## config.mk

```make
export PLATFORM = sky130hd
export DESIGN_NAME = tlc_crossing
export DESIGN_NICKNAME = d
export VERILOG_FILES = /design/src/rtl/tlc_pkg.sv /design/src/rtl/tlc_step_gen.sv /design/src/rtl/tlc_phase_fsm.sv /design/src/rtl/tlc_light_decode.sv /design/src/rtl/tlc_crossing.sv
export SDC_FILE = /design/constraint.sdc
export NUM_CORES = 1
export LEC_CHECK = 0
export BUFFER_PORTS_ARGS = -buffer_cell sky130_fd_sc_hd__buf_2
export CAP_MARGIN = 25
export CORE_MARGIN = 4
export CORE_UTILIZATION = 28
export CTS_BUF_LIST = sky130_fd_sc_hd__clkbuf_4 sky130_fd_sc_hd__clkbuf_8 sky130_fd_sc_hd__clkbuf_16
export DETAILED_ROUTE_END_ITERATION = 10
export HOLD_SLACK_MARGIN = 0.12
export PLACE_DENSITY = 0.49
export SYNTH_ARGS = -nofsm -noshare
export SYNTH_HDL_FRONTEND = slang
export SYNTH_SLANG_ARGS = --single-unit
```

## constraint.sdc

```tcl
create_clock -name clk_i -period 2.4 [get_ports clk_i]
set_input_delay 0.12 -clock clk_i [delete_from_list [all_inputs] [get_ports clk_i]]
set_output_delay 0.12 -clock clk_i [all_outputs]
set_load 0.005 [all_outputs]
```

## src/rtl/tlc_pkg.sv

```systemverilog
package tlc_pkg;
  typedef enum logic [1:0] {
    LIGHT_GREEN  = 2'b00,
    LIGHT_YELLOW = 2'b01,
    LIGHT_RED    = 2'b10
  } light_e;

  typedef enum logic [1:0] {
    PH_A_GO   = 2'b00,
    PH_A_WARN = 2'b01,
    PH_B_GO   = 2'b10,
    PH_B_WARN = 2'b11
  } phase_e;
endpackage

```

## src/rtl/tlc_step_gen.sv

```systemverilog
module tlc_step_gen #(
  parameter longint unsigned STEP_CYCLES = 1_000_000_000
) (
  input  logic clk_i,
  input  logic rst_ni,
  output logic step_o
);
  localparam int CNT_W = (STEP_CYCLES > 2) ? $clog2(STEP_CYCLES) : 1;
  localparam logic [CNT_W-1:0] LAST = CNT_W'(STEP_CYCLES - 1);

  logic [CNT_W-1:0] cnt_q;

  always_ff @(posedge clk_i or negedge rst_ni) begin
    if (!rst_ni)           cnt_q <= '0;
    else if (cnt_q == LAST) cnt_q <= '0;
    else                   cnt_q <= cnt_q + 1'b1;
  end

  assign step_o = (cnt_q == LAST);

  initial assert (STEP_CYCLES >= 2) else $error("STEP_CYCLES must be at least 2");

  assert_step_single_R9: assert property (@(posedge clk_i) disable iff (!rst_ni)
    step_o |=> !step_o);
  assert_step_restart_R9: assert property (@(posedge clk_i) disable iff (!rst_ni)
    step_o |=> (cnt_q == '0));
endmodule

```

## src/rtl/tlc_phase_fsm.sv

```systemverilog
module tlc_phase_fsm
  import tlc_pkg::*;
(
  input  logic   clk_i,
  input  logic   rst_ni,
  input  logic   step_i,
  input  logic   road_a_busy_i,
  input  logic   road_b_busy_i,
  output phase_e phase_o
);
  phase_e phase_q, phase_d;

  always_comb begin
    unique case (phase_q)
      PH_A_GO:   phase_d = road_a_busy_i ? PH_A_GO : PH_A_WARN;
      PH_A_WARN: phase_d = PH_B_GO;
      PH_B_GO:   phase_d = road_b_busy_i ? PH_B_GO : PH_B_WARN;
      PH_B_WARN: phase_d = PH_A_GO;
      default:   phase_d = PH_A_GO;
    endcase
  end

  always_ff @(posedge clk_i or negedge rst_ni) begin
    if (!rst_ni)     phase_q <= PH_A_GO;
    else if (step_i) phase_q <= phase_d;
  end

  assign phase_o = phase_q;

  assert_hold_between_steps_R3: assert property (@(posedge clk_i) disable iff (!rst_ni)
    !step_i |=> $stable(phase_q));
  assert_a_stay_R4: assert property (@(posedge clk_i) disable iff (!rst_ni)
    (step_i && phase_q == PH_A_GO && road_a_busy_i) |=> (phase_q == PH_A_GO));
  assert_a_leave_R4: assert property (@(posedge clk_i) disable iff (!rst_ni)
    (step_i && phase_q == PH_A_GO && !road_a_busy_i) |=> (phase_q == PH_A_WARN));
  assert_a_warn_to_b_R5: assert property (@(posedge clk_i) disable iff (!rst_ni)
    (step_i && phase_q == PH_A_WARN) |=> (phase_q == PH_B_GO));
  assert_b_stay_R6: assert property (@(posedge clk_i) disable iff (!rst_ni)
    (step_i && phase_q == PH_B_GO && road_b_busy_i) |=> (phase_q == PH_B_GO));
  assert_b_leave_R6: assert property (@(posedge clk_i) disable iff (!rst_ni)
    (step_i && phase_q == PH_B_GO && !road_b_busy_i) |=> (phase_q == PH_B_WARN));
  assert_b_warn_to_a_R7: assert property (@(posedge clk_i) disable iff (!rst_ni)
    (step_i && phase_q == PH_B_WARN) |=> (phase_q == PH_A_GO));
endmodule

```

## src/rtl/tlc_light_decode.sv

```systemverilog
module tlc_light_decode
  import tlc_pkg::*;
(
  input  phase_e phase_i,
  output light_e light_a_o,
  output light_e light_b_o
);
  always_comb begin
    unique case (phase_i)
      PH_A_GO:   begin light_a_o = LIGHT_GREEN;  light_b_o = LIGHT_RED;    end
      PH_A_WARN: begin light_a_o = LIGHT_YELLOW; light_b_o = LIGHT_RED;    end
      PH_B_GO:   begin light_a_o = LIGHT_RED;    light_b_o = LIGHT_GREEN;  end
      PH_B_WARN: begin light_a_o = LIGHT_RED;    light_b_o = LIGHT_YELLOW; end
      default:   begin light_a_o = LIGHT_RED;    light_b_o = LIGHT_RED;    end
    endcase
  end
endmodule

```

## src/rtl/tlc_crossing.sv

```systemverilog
module tlc_crossing
  import tlc_pkg::*;
#(
  parameter int unsigned CLK_HZ   = 200_000_000,
  parameter int unsigned STEP_SEC = 5
) (
  input  logic       clk_i,
  input  logic       rst_ni,
  input  logic       road_a_busy_i,
  input  logic       road_b_busy_i,
  output logic [1:0] light_a_o,
  output logic [1:0] light_b_o
);
  localparam longint unsigned STEP_CYCLES = longint'(CLK_HZ) * longint'(STEP_SEC);

  logic   step;
  phase_e phase;
  light_e light_a, light_b;

  tlc_step_gen #(.STEP_CYCLES(STEP_CYCLES)) u_step_gen (
    .clk_i  (clk_i),
    .rst_ni (rst_ni),
    .step_o (step)
  );

  tlc_phase_fsm u_phase_fsm (
    .clk_i         (clk_i),
    .rst_ni        (rst_ni),
    .step_i        (step),
    .road_a_busy_i (road_a_busy_i),
    .road_b_busy_i (road_b_busy_i),
    .phase_o       (phase)
  );

  tlc_light_decode u_light_decode (
    .phase_i   (phase),
    .light_a_o (light_a),
    .light_b_o (light_b)
  );

  assign light_a_o = light_a;
  assign light_b_o = light_b;

  assert_never_both_go_R8: assert property (@(posedge clk_i) disable iff (!rst_ni)
    (light_a_o != LIGHT_RED) |-> (light_b_o == LIGHT_RED));
  assert_lights_follow_step_R3: assert property (@(posedge clk_i) disable iff (!rst_ni)
    !step |=> ($stable(light_a_o) && $stable(light_b_o)));
endmodule

```

# == Yosys cells after proc, flatten, opt, wreduce, memory -nomap -nowiden ==
# Cells that the tools add are included.
# classes
eq_ne,4
addsub,1
n_mux,6
n_reduce_logical,3
# ops
operator,n
adder 30 x 1 -> 30 bit (second input constant),1
equality test 30 bit (second input constant),1
two-way mux 30 bit,1
one-hot mux 2 bit (3 select lines),2
one-hot mux 2 bit (4 select lines),1
equality test 2 bit (second input constant),2
OR reduction 2 bit,2
equality test 2 x 1 -> 1 bit (second input constant),1
zero test 2 bit,1
two-way mux 1 bit,2
# word_totals
wordCells,16
register_bits,32

# == Longest topological paths before layout ==
# Gate-level depths: netlist of run 1.
# logic_depth
ltp_word,3
ltp_mapped,6
ltp_nobuf,5

# == By module ==
# Synthesis of run 1 repeated with hierarchy kept, for this count alone.
# unflattened
cells_unflattened,174
hier_area_um2,1808.0
# by_module_without_submodules
mod,cells_per_inst,seq_area_each_um2,area_per_inst_um2,n_inst
tlc_step_gen,158,750.7,1670.4,1
tlc_phase_fsm,12,50.0,117.6,1
tlc_light_decode,4,0.0,20.0,1

# == Worst setup path before layout of run 1 ==
# Ideal clock, no wire load.
# synth_path
kind,reg-to-reg
start,reg u_step_gen.cnt_q[0]
end,reg u_step_gen.cnt_q[24]
synth_period_minus_slack_ns,1.906
path_stages_with_launch,7
required_ns,2.323
path_slack_ns,0.494
path_buffers,1
setup_time_ns,0.077
arrival_ns,1.829
cell_sequence,dfrtp_1 ha_1 nand3_2 buf_6 or4_4 or4_1 a21oi_1
# synth_between
elab_chain_cells,2
elab_cells_between_ends,3
classes_between,add/sub: 1; eq/ne: 1; mux: 1
# synth_lines
item,line,text
"start, declared",tlc_step_gen.sv:11,logic [CNT_W-1:0] cnt_q;
"start signal, assigned",tlc_step_gen.sv:16,else cnt_q <= cnt_q + 1'b1;
adder 30 x 1 -> 30 bit / equality test 30 bit (equally long branches),"tlc_step_gen.sv:16, tlc_step_gen.sv:15",
two-way mux 30 bit (*),tlc_step_gen.sv:15,else if (cnt_q == LAST) cnt_q <= '0;
# Mark *: on every way between the ends. The rest lies on a longest branch, timed or not.
# A chain may end at the register's enable or synchronous reset.

# == Worst setup path after layout of run 1 ==
# Ends and elaborated chain as after synthesis.

==> reports/qor.csv, run 1 <==
stage;metric;value;unit
timing;timing.setup.tns;0;ns
critical_path;criticalPathCategory;flop to flop;
synth;synth.distinct_cells;38;
power_and_ir_drop;p_leak;0.823;nW
timing;min_period_over_period;0.854;
timing;drv_slew;0;
timing;worst_pin_slew;0.720;ns
run_status;status;completed;
layout;areaGrowthSynthToFinish;13.2;%
placed_design;port_buffers;7;
drt;vias_per_cell;5.06;
die;dieArea;7580;sq um
cts;cts_buffers;5;
cts;cts_buffer_depth;2;
power_and_ir_drop;cellPowerDensity;505;nW/um^2
global_route;grt_max_degree;33;
min_path;hold_path.class;input pin to flop;
cts;clkSlewWorstSetupHoldPaths;0.06;ns
timing;slew_headroom;0.520;
placed_design;routabilityCongestion;0.756;
synth;yosysTopAreaCellShare;0.458;
global_route;antenna_found_initial;0;
die;io_pins;8;
global_route;grt_pass1_wl;6.65;mm
placed_design;dp_slack;0.379;ns
timing;whs;0.202;ns
timing;hold_violations;0;
synth;synthCells;173;
layout;final_area;1980;sq um
layout;drive_above_1_share;0.144;
cts;cts_root_buf;clkbuf_8;
synth;avgSynthCellArea;10.1;sq um
timing;fin_crit;2.05;ns
die;num_rows;28;
cts;cts.repair.resized;0;
drt;first_pass_iters;4;
synth;synth_commonest_cells;dfrtp_1 (32), nand2_1 (17), nand3_1 (11), xnor2_1 (11), a21oi_1 (10);
placed_design;placed_area;1870;sq um
drt;wl_per_cell;14.5;microns
global_route;grt_pass1_vias;1326;
drt;ant_nets;0;
critical_path;worstPathRequired;2.61;ns
synth;synth_area_leaders;dfrtp_1 (46%), xnor2_1 (5.5%), nand2_1 (3.6%), ha_1 (3.6%), or4_1 (3.4%);
synth;synth-main-ff-cell;dfrtp_1;
synth;synth_fp_nets;182;
timing;max_clock_freq;488;MHz
synth;synth_edf_count;0;
cts;cts_num_sinks;32;
layout;final_nets;196;
synth;syn_area;1750;sq um
critical_path;worst_setup_path_end_kind;flop;
synth;yosysWarnings;0;
drt;drtIter0Drc;57;
placed_design;hpwl;2.66;mm
timing;setup_viol;0;
layout;stdcell_count;263;
drt;drt_wl_total;3.82;mm
die;core_region_area;5990;sq um
global_route;grt_usage;0.114;
critical_path;crit_arrival;2.26;ns
die;start_util;0.292;
placed_design;post-place-cells;254;
global_route;grt_overflow;0;
run;cap_violations;0;
synth;seq_area_frac_synth;0.458;
critical_path;cp-start-kind;flop;
cts;cts_tree;built;
synth;async_flop_share;1.00;
synth;ys_ff_latch;32;
power_and_ir_drop;ir_drop;325;uV
critical_path;cp_max_fo;11;
drt;via_count;1330;
drt;route.detailed.drc;0;
synth;post-synth-top-count-cell;dfrtp_1;
die;die_w;87.0;microns
timing;worst_slack;0.351;ns
die;fp.dieH;87.0;microns
cts;htreeDepth;2;
synth;yosysTopAreaCell;dfrtp_1;
timing;rsz0062_at_grt;no;
layout;antenna_cells;0;
timing;fin_skew;0.00656;ns
cts;clock_latency;0.28;ns
## cell families after synthesis
group / after synthesis / share of synthesized area
xor+xnor: 16 / 0.0801
buf+inv: 9 / 0.0265
mux: 4 / 0.0236
simple gates: 85 / 0.303
fa+ha+maj: 5 / 0.0358
compound gates: 22 / 0.0737
flops: 32 / 0.458
## metal layers
layer / vias up / routed length (microns) / global-route usage
met5: - / 0 / 0
met4: 0 / 70 / 0.0552
met3: 4 / 104 / 0.0284
met2: 16 / 1630 / 0.165
met1: 639 / 2010 / 0.159
li1: 671 / - / -
## worst max-delay path, cell delays in order (launching register included)
cell     delay (ns)
dfrtp_1        0.40
ha_1           0.22
nand3_2        0.22
or4_4          0.59
or4_1          0.41
a21oi_1        0.15
## final timing paths
check	slack, ns	start	depth (start not counted)	endpoint
min in group asynchronous	0.43	rst_ni	2	u_step_gen.cnt_q[25]
max in group asynchronous	1.50	rst_ni	2	u_step_gen.cnt_q[2]
worst max-delay path	0.35	u_step_gen.cnt_q[0]	5	u_step_gen.cnt_q[24]
worst min-delay path	0.20	road_b_busy_i	4	u_phase_fsm.phase_o[0]
worst max register to register	0.35	u_step_gen.cnt_q[0]	5	u_step_gen.cnt_q[24]
worst min register to register	0.49	u_step_gen.cnt_q[0]	1	u_step_gen.cnt_q[0]
## repair_timing
action | 4_1_cts | 5_1_grt
buffers inserted | 0 | 0
endpoints found under the setup margin | 0 | 0
hold buffers | 1 | 0
hold endpoints to repair | 32 | 0
## registers in the layout, indices dropped and copies added (netlist names)
register and count:
u_phase_fsm.phase_o 2, u_step_gen.cnt_q 30
## final cells by class
type | count | area [sq um]
sequential | 32 | 801
multi-input combinational | 132 | 902
tap | 75 | 93.8
timing repair buffer | 11 | 67.6
fill | 604 | 4010
inverter | 5 | 18.8
clock buffer | 8 | 97.6
## cells in the final DEF (no fill, tap or decap), types with 3 or more instances in the layout
cell       n
dfrtp_1   32
nand2_1   17
nand3_1   11
xnor2_1   11
a21oi_1   10
nor2_1     9
or4_1      8
nand4_1    7
buf_2      7
nor4_1     6
o31ai_1    6
nor3_1     6
clkbuf_8   6
and4_1     5
o21ai_0    5
xor2_1     5
inv_1      5
ha_1       5
mux2i_1    3
buf_4      3
## where the power goes
group / internal (mW) / leakage [nW] / switching (mW)
combinational: 0.00288 / 0.343 / 0.0111
clock: 0.256 / 0.0523 / 0.190
sequential: 0.539 / 0.428 / 0
total: 0.799 / 0.823 / 0.201
## stage by stage
| stage | utilization | power [mW] |
|---|---|---|
| 2_1_floorplan | - | 0.550 |
| 3_3_place_gp | 0.313 | 0.563 |
| 3_5_place_dp | 0.313 | 0.564 |
| 4_1_cts | 0.331 | 1.03 |
| 5_1_grt | 0.331 | 1.04 |
| 6_report | 0.331 | 1.00 |
Power figures use the tool's default switching activity.
==> inputs of run 2 (changes only) <==
--- a/config.mk
+++ b/config.mk
@@ -11,3 +11,3 @@
 export CORE_UTILIZATION = 28
-export CTS_BUF_LIST = sky130_fd_sc_hd__clkbuf_4 sky130_fd_sc_hd__clkbuf_8 sky130_fd_sc_hd__clkbuf_16
+export CTS_BUF_LIST = sky130_fd_sc_hd__clkbuf_16
 export DETAILED_ROUTE_END_ITERATION = 10
@@ -15,2 +15,3 @@
 export PLACE_DENSITY = 0.49
+export RECOVER_POWER = 25
 export SYNTH_ARGS = -nofsm -noshare
--- a/constraint.sdc
+++ b/constraint.sdc
@@ -3,2 +3,2 @@
 set_output_delay 0.12 -clock clk_i [all_outputs]
-set_load 0.005 [all_outputs]
+set_load 0.1 [all_outputs]
==> run 2 against run 1 <==
Clock power is 31% higher; sequential share of layout area is 1.2 points lower; setup slack better by 0.080 ns; combinational power hardly changed; worst hold slack worse by 0.0019 ns; critical endpoint is now u_step_gen.cnt_q[20]; largest power group is now the clock network.
==> reports/qor.csv, run 2 (same netlist as run 1, synthesis figures left out) <==
stage;metric;value;unit;change
min_path;min_delay_path_depth;4;;unchanged
drt;first_pass_iters;4;;unchanged
global_route;busiest_layer;met2;;
run_status;status;completed;;
cts;clkSlewWorstSetupHoldPaths;0.05;ns;about the same
min_path;hp-start;road_b_busy_i;;
layout;stdcell_count;264;;+0.38%
drt;wl_per_cell;14.4;microns;-0.80%
cts;htreeDepth;2;;unchanged
global_route;grt_pass1_vias;1374;;+3.6%
cts;cts_tree;built;;
placed_design;port_buffers;7;;unchanged
die;die_w;87.0;microns;unchanged
cts;cts_num_sinks;32;;unchanged
timing;worst_pin_slew;0.733;ns;+0.0127 ns
timing;min_period_over_period;0.820;;-0.0332
layout;fill_cells;610;;+0.99%
drt;drt_wl_total;3.80;mm;-0.42%
timing;fin_crit;1.97;ns;-0.0798 ns
critical_path;worstPathRequired;2.60;ns;about the same
timing;slew_headroom;0.512;;-0.00846
timing;setup_viol;0;;unchanged
placed_design;post-place-cells;255;;+0.39%
die;num_rows;28;;unchanged
min_path;hold_path_end;u_phase_fsm.phase_o[0];;
cts;cts_root_buf;clkbuf_16;;
layout;antenna_cells;0;;unchanged
layout;final_common_cell;dfrtp_1;;
critical_path;crit_start;u_step_gen.cnt_q[0];;
power_and_ir_drop;ir_drop;321;uV;-1.2%
cts;ctsHoldBuffers;1;;unchanged
min_path;hold_path.class;input pin to flop;;
cts;cts.repair.resized;0;;unchanged
critical_path;crit_arrival;2.17;ns;-0.09 ns
die;core_region_area;5990;sq um;unchanged
die;start_util;0.292;;unchanged
layout;final_nets;197;;+0.51%
layout;largest_reg_flops;30;;unchanged
global_route;grt_use_met3;0.0293;;+0.000946
timing;max_clock_freq;508;MHz;+4.1%
die;io_pins;8;;unchanged
power_and_ir_drop;power.total;1.14;mW;+14%
timing;drv_slew;0;;unchanged
global_route;grt_max_degree;33;;unchanged
critical_path;r2r_start;u_step_gen.cnt_q[0];;
global_route;grt_usage;0.117;;+0.00299
global_route;grt_pass1_wl;6.89;mm;+3.5%
die;fp.dieH;87.0;microns;unchanged
cts;clock_latency;0.28;ns;about the same
timing;worst_slack;0.431;ns;+0.0798 ns
timing;timing.setup.tns;0;ns;unchanged
run;cap_violations;0;;unchanged
timing;fin_skew;0.00204;ns;-0.00452 ns
cts;postCtsSetupRepairBufs;0;;unchanged
global_route;grt_use_met1;0.163;;+0.00420
layout;areaGrowthSynthToFinish;16.7;%;
drt;via_count;1352;;+1.7%
drt;vias_per_cell;5.12;;+1.3%
power_and_ir_drop;p_leak;0.850;nW;+3.3%
critical_path;worst_setup_path_end_kind;flop;;
cts;cts_buffer_depth;2;;unchanged
critical_path;worstReg2RegEnd;u_step_gen.cnt_q[20];;
drt;route.detailed.drc;0;;unchanged
die;dieArea;7580;sq um;unchanged
global_route;antenna_found_initial;0;;unchanged
placed_design;routabilityCongestion;0.771;;+2.0%
global_route;use_met2;0.166;;+0.000690
power_and_ir_drop;cellPowerDensity;559;nW/um^2;+11%
layout;layout_common_cells;dfrtp_1 (32), nand2_1 (17), nand3_1 (11), xnor2_1 (11), a21oi_1 (10);;
timing;rsz0062_at_grt;no;;
drt;drtIter0Drc;85;;+49%
layout;ff_latch_area;801;sq um;unchanged
critical_path;r2r_slack;0.43;ns;+0.08 ns
drt;ant_nets;0;;unchanged
critical_path;cp_max_fo;6;;-5
placed_design;dp_slack;0.436;ns;+0.0563 ns
layout;drive_above_1_share;0.143;;-0.000760
global_route;grt_overflow;0;;unchanged
timing;hold_violations;0;;unchanged
placed_design;hpwl;2.73;mm;+2.4%
layout;multi_input_area;917;sq um;+1.7%
critical_path;reg2regPathDepth;5;;unchanged
critical_path;criticalPathCategory;flop to flop;;
layout;regMostFlops;u_step_gen.cnt_q;;
critical_path;cp-start-kind;flop;;
cts;cts_buffers;5;;unchanged
[run 2: changes by cell type in the layout (fill, tap and decap cells not counted), sizes merged]
| cell | previous run | this run |
|---|---|---|
| buf | 10 | 11 |
| clkbuf | 8 | 5 |
| clkinv | 0 | 1 |
| inv | 5 | 7 |
[run 2: cell type report]
cell class	count	area share
clock buffer	5	0.0613
clock inverter	3	0.00551
inverter	5	0.00919
multi-input combinational	132	0.449
sequential	32	0.392
tap	75	0.0460
timing repair buffer	12	0.0368
[run 2: how the worst max path moves through the flow]
stage / end / slack [ns] / cells after the start
finish: u_step_gen.cnt_q[20] / 0.43 / 5
global route: u_step_gen.cnt_q[20] / 0.30 / 5
CTS: u_step_gen.cnt_q[20] / 0.42 / 5
detailed placement: u_phase_fsm.phase_o[0] / 0.44 / 6
global placement: u_phase_fsm.phase_o[0] / 0.45 / 5
floorplan: light_a_o[1] / 0.14 / 3
[run 2: report_power, final]
group | internal (mW) | switching (mW) | leakage, nW
Combinational | 0.00287 | 0.0112 | 0.349
Clock | 0.372 | 0.214 | 0.0738
Sequential | 0.541 | 0 | 0.428
[run 2: critical path, stage by stage (launching register included)]
cell and delay [ns]:
dfrtp_1 0.40, ha_1 0.22, nand3_2 0.13, or4_4 0.55, or4_1 0.41, a21oi_1 0.17
[run 2: stage by stage]
step                      cell area, sq um   util  hold WS (ns)
after floorplan                       1760      -        -0.176
after global placement                1900  0.316         0.231
after detailed placement              1900  0.316         0.233
after CTS                             2040  0.341         0.209
after global routing                  2040  0.341         0.226
final                                 2040  0.341         0.200
[run 2: per-layer routing]
metal,up-vias,share of wire
li1,677,-
met1,643,0.50
met2,23,0.44
met3,9,0.033
met4,0,0.029
met5,-,0
==> inputs of run 3 (changes only) <==
- ABC_AREA: unset -> 1
- PLACE_DENSITY: 0.49 -> 0.5
- clock period: 2.4 -> 1.6 ns (I/O delays scaled with it)
==> run 3 against run 2 <==
Combinational power is 62% higher; sequential power grew 50%; cell area increased by 23%; critical path depth rose by 3; via count increased by 32%; sequential cell count unchanged; non-clock buffer count up 12; worst hold slack better by 0.046 ns; synthesized cell count grew 67%; critical endpoint is now u_step_gen.cnt_q[28]; largest cell class unchanged.
==> reports/qor.csv, run 3 <==
stage;metric;value;unit;change
critical_path;worstPathRequired;1.76;ns;-0.84 ns
synth;synth_area_leaders;dfrtp_1 (40%), nand2_1 (19%), nor2_1 (13%), inv_1 (6.8%), nand3_1 (4.0%);;
critical_path;cp_max_fo;5;;-1
layout;final_common_cell;nand2_1;;
min_path;hold_path.class;input pin to flop;;
layout;areaGrowthSynthToFinish;26.6;%;
placed_design;routabilityCongestion;0.891;;+16%
timing;drv_slew;0;;unchanged
global_route;grt_pass1_wl;7.98;mm;+16%
placed_design;hpwl;3.63;mm;+33%
global_route;grt_usage;0.118;;+0.00108
min_path;hp-start;road_b_busy_i;;
cts;cts_num_sinks;32;;unchanged
synth;syn_area;1990;sq um;+14%
drt;wl_per_cell;11.6;microns;-20%
synth;synth_edf_count;0;;unchanged
placed_design;dp_slack;0.0139;ns;-0.422 ns
synth;yosysWarnings;0;;unchanged
critical_path;max_stage_delay;0.37;ns;-0.18 ns
layout;layout_common_cells;nand2_1 (99), nor2_1 (63), inv_1 (38);;
die;num_rows;30;;+7.1%
layout;regMostFlops;u_step_gen.cnt_q;;
cts;cts_tree;built;;
layout;fill_cells;750;;+23%
synth;ys_ff_latch;32;;unchanged
drt;ant_nets;0;;unchanged
critical_path;crit_start;u_step_gen.cnt_q[1];;
timing;timing.setup.tns;0;ns;unchanged
cts;cts_root_buf;clkbuf_16;;
layout;largest_reg_flops;30;;unchanged
layout;drive_above_1_share;0.161;;+0.0181
synth;avgSynthCellArea;6.88;sq um;-32%
drt;first_pass_iters;4;;unchanged
timing;fin_skew;0.00289;ns;+0.000849 ns
synth;synth_commonest_cells;nand2_1 (99), nor2_1 (67), inv_1 (36);;
cts;cts_buffers;5;;unchanged
die;io_pins;8;;unchanged
timing;rsz0062_at_grt;yes;;
die;die_w;92.2;microns;+6.0%
drt;vias_per_cell;4.26;;-17%
timing;min_period_over_period;0.982;;+0.161
run_status;status;completed;;
cts;clock_latency;0.28;ns;about the same
drt;via_count;1786;;+32%
synth;post-synth-top-count-cell;nand2_1;;
die;start_util;0.291;;-0.00114
synth;synth-main-ff-cell;dfrtp_1;;
run;cap_violations;0;;unchanged
power_and_ir_drop;power.total;1.72;mW;+51%
critical_path;path_buf_inv;1;;+1
power_and_ir_drop;ir_drop;473;uV;+47%
drt;drt_wl_total;4.86;mm;+28%
critical_path;path_cells;ha_2, nand2_2, nor2_4, nand2_4, clkinv_2, nand3_4, nor2_4, nor2_1;;
synth;synthCells;289;;+67%
drt;drtIter0Drc;148;;+74%
layout;multi_input_area;1110;sq um;+21%
layout;final_nets;331;;+68%
placed_design;port_buffers;7;;unchanged
layout;ff_latch_area;801;sq um;unchanged
timing;fin_crit;1.57;ns;-0.398 ns
critical_path;crit_arrival;1.73;ns;-0.44 ns
timing;max_clock_freq;637;MHz;+25%
cts;cts_buffer_depth;2;;unchanged
global_route;grt_overflow;0;;unchanged
synth;yosysTopAreaCell;dfrtp_1;;
timing;worst_slack;0.0296;ns;-0.402 ns
layout;antenna_cells;0;;unchanged
critical_path;r2r_start;u_step_gen.cnt_q[1];;
die;fp.dieH;92.2;microns;+6.0%
timing;worst_pin_slew;0.718;ns;-0.0144 ns
die;dieArea;8510;sq um;+12%
synth;yosysTopAreaCellShare;0.403;;-0.0548
cts;htreeDepth;2;;unchanged
die;core_region_area;6830;sq um;+14%
critical_path;criticalPathCategory;flop to flop;;
cts;clkSlewWorstSetupHoldPaths;0.05;ns;about the same
critical_path;critPathSlowestCell;dfrtp_1;;
timing;setup_viol;0;;unchanged
power_and_ir_drop;p_leak;1.20;nW;+41%
critical_path;crit_family;simple AND/OR/NAND/NOR gates;;
global_route;grt_pass1_vias;1725;;+26%
timing;hold_violations;0;;unchanged
synth;seq_area_frac_synth;0.403;;-0.0548
power_and_ir_drop;cellPowerDensity;683;nW/um^2;+22%
critical_path;cp_common_cell;nor2_4;;
global_route;grt_max_degree;33;;unchanged
synth;synth.distinct_cells;21;;-45%
global_route;antenna_found_initial;0;;unchanged
synth;async_flop_share;1.00;;unchanged
synth;synth_fp_nets;298;;+64%
critical_path;worst_setup_path_end_kind;flop;;
drt;route.detailed.drc;0;;unchanged
timing;slew_headroom;0.521;;+0.00960
critical_path;cp-start-kind;flop;;
## run 3: report_power, final
part	leakage, nW	internal (mW)	switching, mW	total (mW)
Clock	0.0738	0.558	0.327	0.885
Combinational	0.700	0.00591	0.0169	0.0228
Sequential	0.428	0.811	0	0.811
## run 3: logic make-up (layout without fill, tap and decap cells)
kind of cell    after synthesis  after routing  synth area share
simple gates                195            198             0.418
buf+inv                      40             71            0.0800
flops                        32             32             0.403
xor+xnor                     13             13            0.0573
fa+ha+maj                     5              5            0.0315
compound gates                4              4            0.0107
## run 3: path summary, 6_finish.rpt
| check | endpoint | cells after the start | slack, ns |
|---|---|---|---|
| setup / recovery | u_step_gen.cnt_q[28] | 8 | 0.03 |
| hold / removal | u_phase_fsm.phase_o[0] | 6 | 0.25 |
| setup reg to reg | u_step_gen.cnt_q[28] | 8 | 0.03 |
| hold reg to reg | u_step_gen.cnt_q[6] | 1 | 0.51 |
| max in group asynchronous | u_step_gen.cnt_q[7] | 2 | 0.75 |
| min in group asynchronous | u_step_gen.cnt_q[29] | 2 | 0.39 |
## run 3: per-stage QoR
stage / hold WS, ns / instance area [sq um] / utilization / instances
after global routing: 0.267 / 2520 / 0.368 / 419
after global placement: 0.180 / 2270 / 0.333 / 402
after CTS: 0.244 / 2430 / 0.356 / 412
after detailed placement: 0.180 / 2270 / 0.333 / 402
final: 0.246 / 2520 / 0.368 / 419
after floorplan: -0.216 / 2020 / - / 289
## run 3: cell type report
class                           instances  area share
Multi-Input combinational cell        220       0.443
Clock buffer                            5      0.0497
Clock inverter                          3     0.00448
Sequential cell                        32       0.318
Tap cell                               96      0.0477
Timing Repair Buffer                   24      0.0786
Inverter                               39      0.0587
## run 3: layer usage
metal  global-route usage  vias up  routed length (microns)
li1                     -      940                        -
met1                0.157      801                     2340
met2                0.190       38                     2230
met3               0.0304        7                      230
met4               0.0334        0                       55
met5                    0        -                        0
## run 3: repair_timing
action	CTS	global route
resized for setup	0	7
hold buffers	2	0
pin swaps	1	5
endpoints found under the hold margin	33	0
buffers inserted	0	4
setup endpoints to repair	2	22
gates cloned	0	3
## run 3: worst reg2reg max path, stage by stage (launching register included)
cell and delay (ns):
dfrtp_1 0.37, ha_2 0.20, nand2_2 0.07, nor2_4 0.18, nand2_4 0.10, clkinv_2 0.08, nand3_4 0.15, nor2_4 0.23
nor2_1 0.07
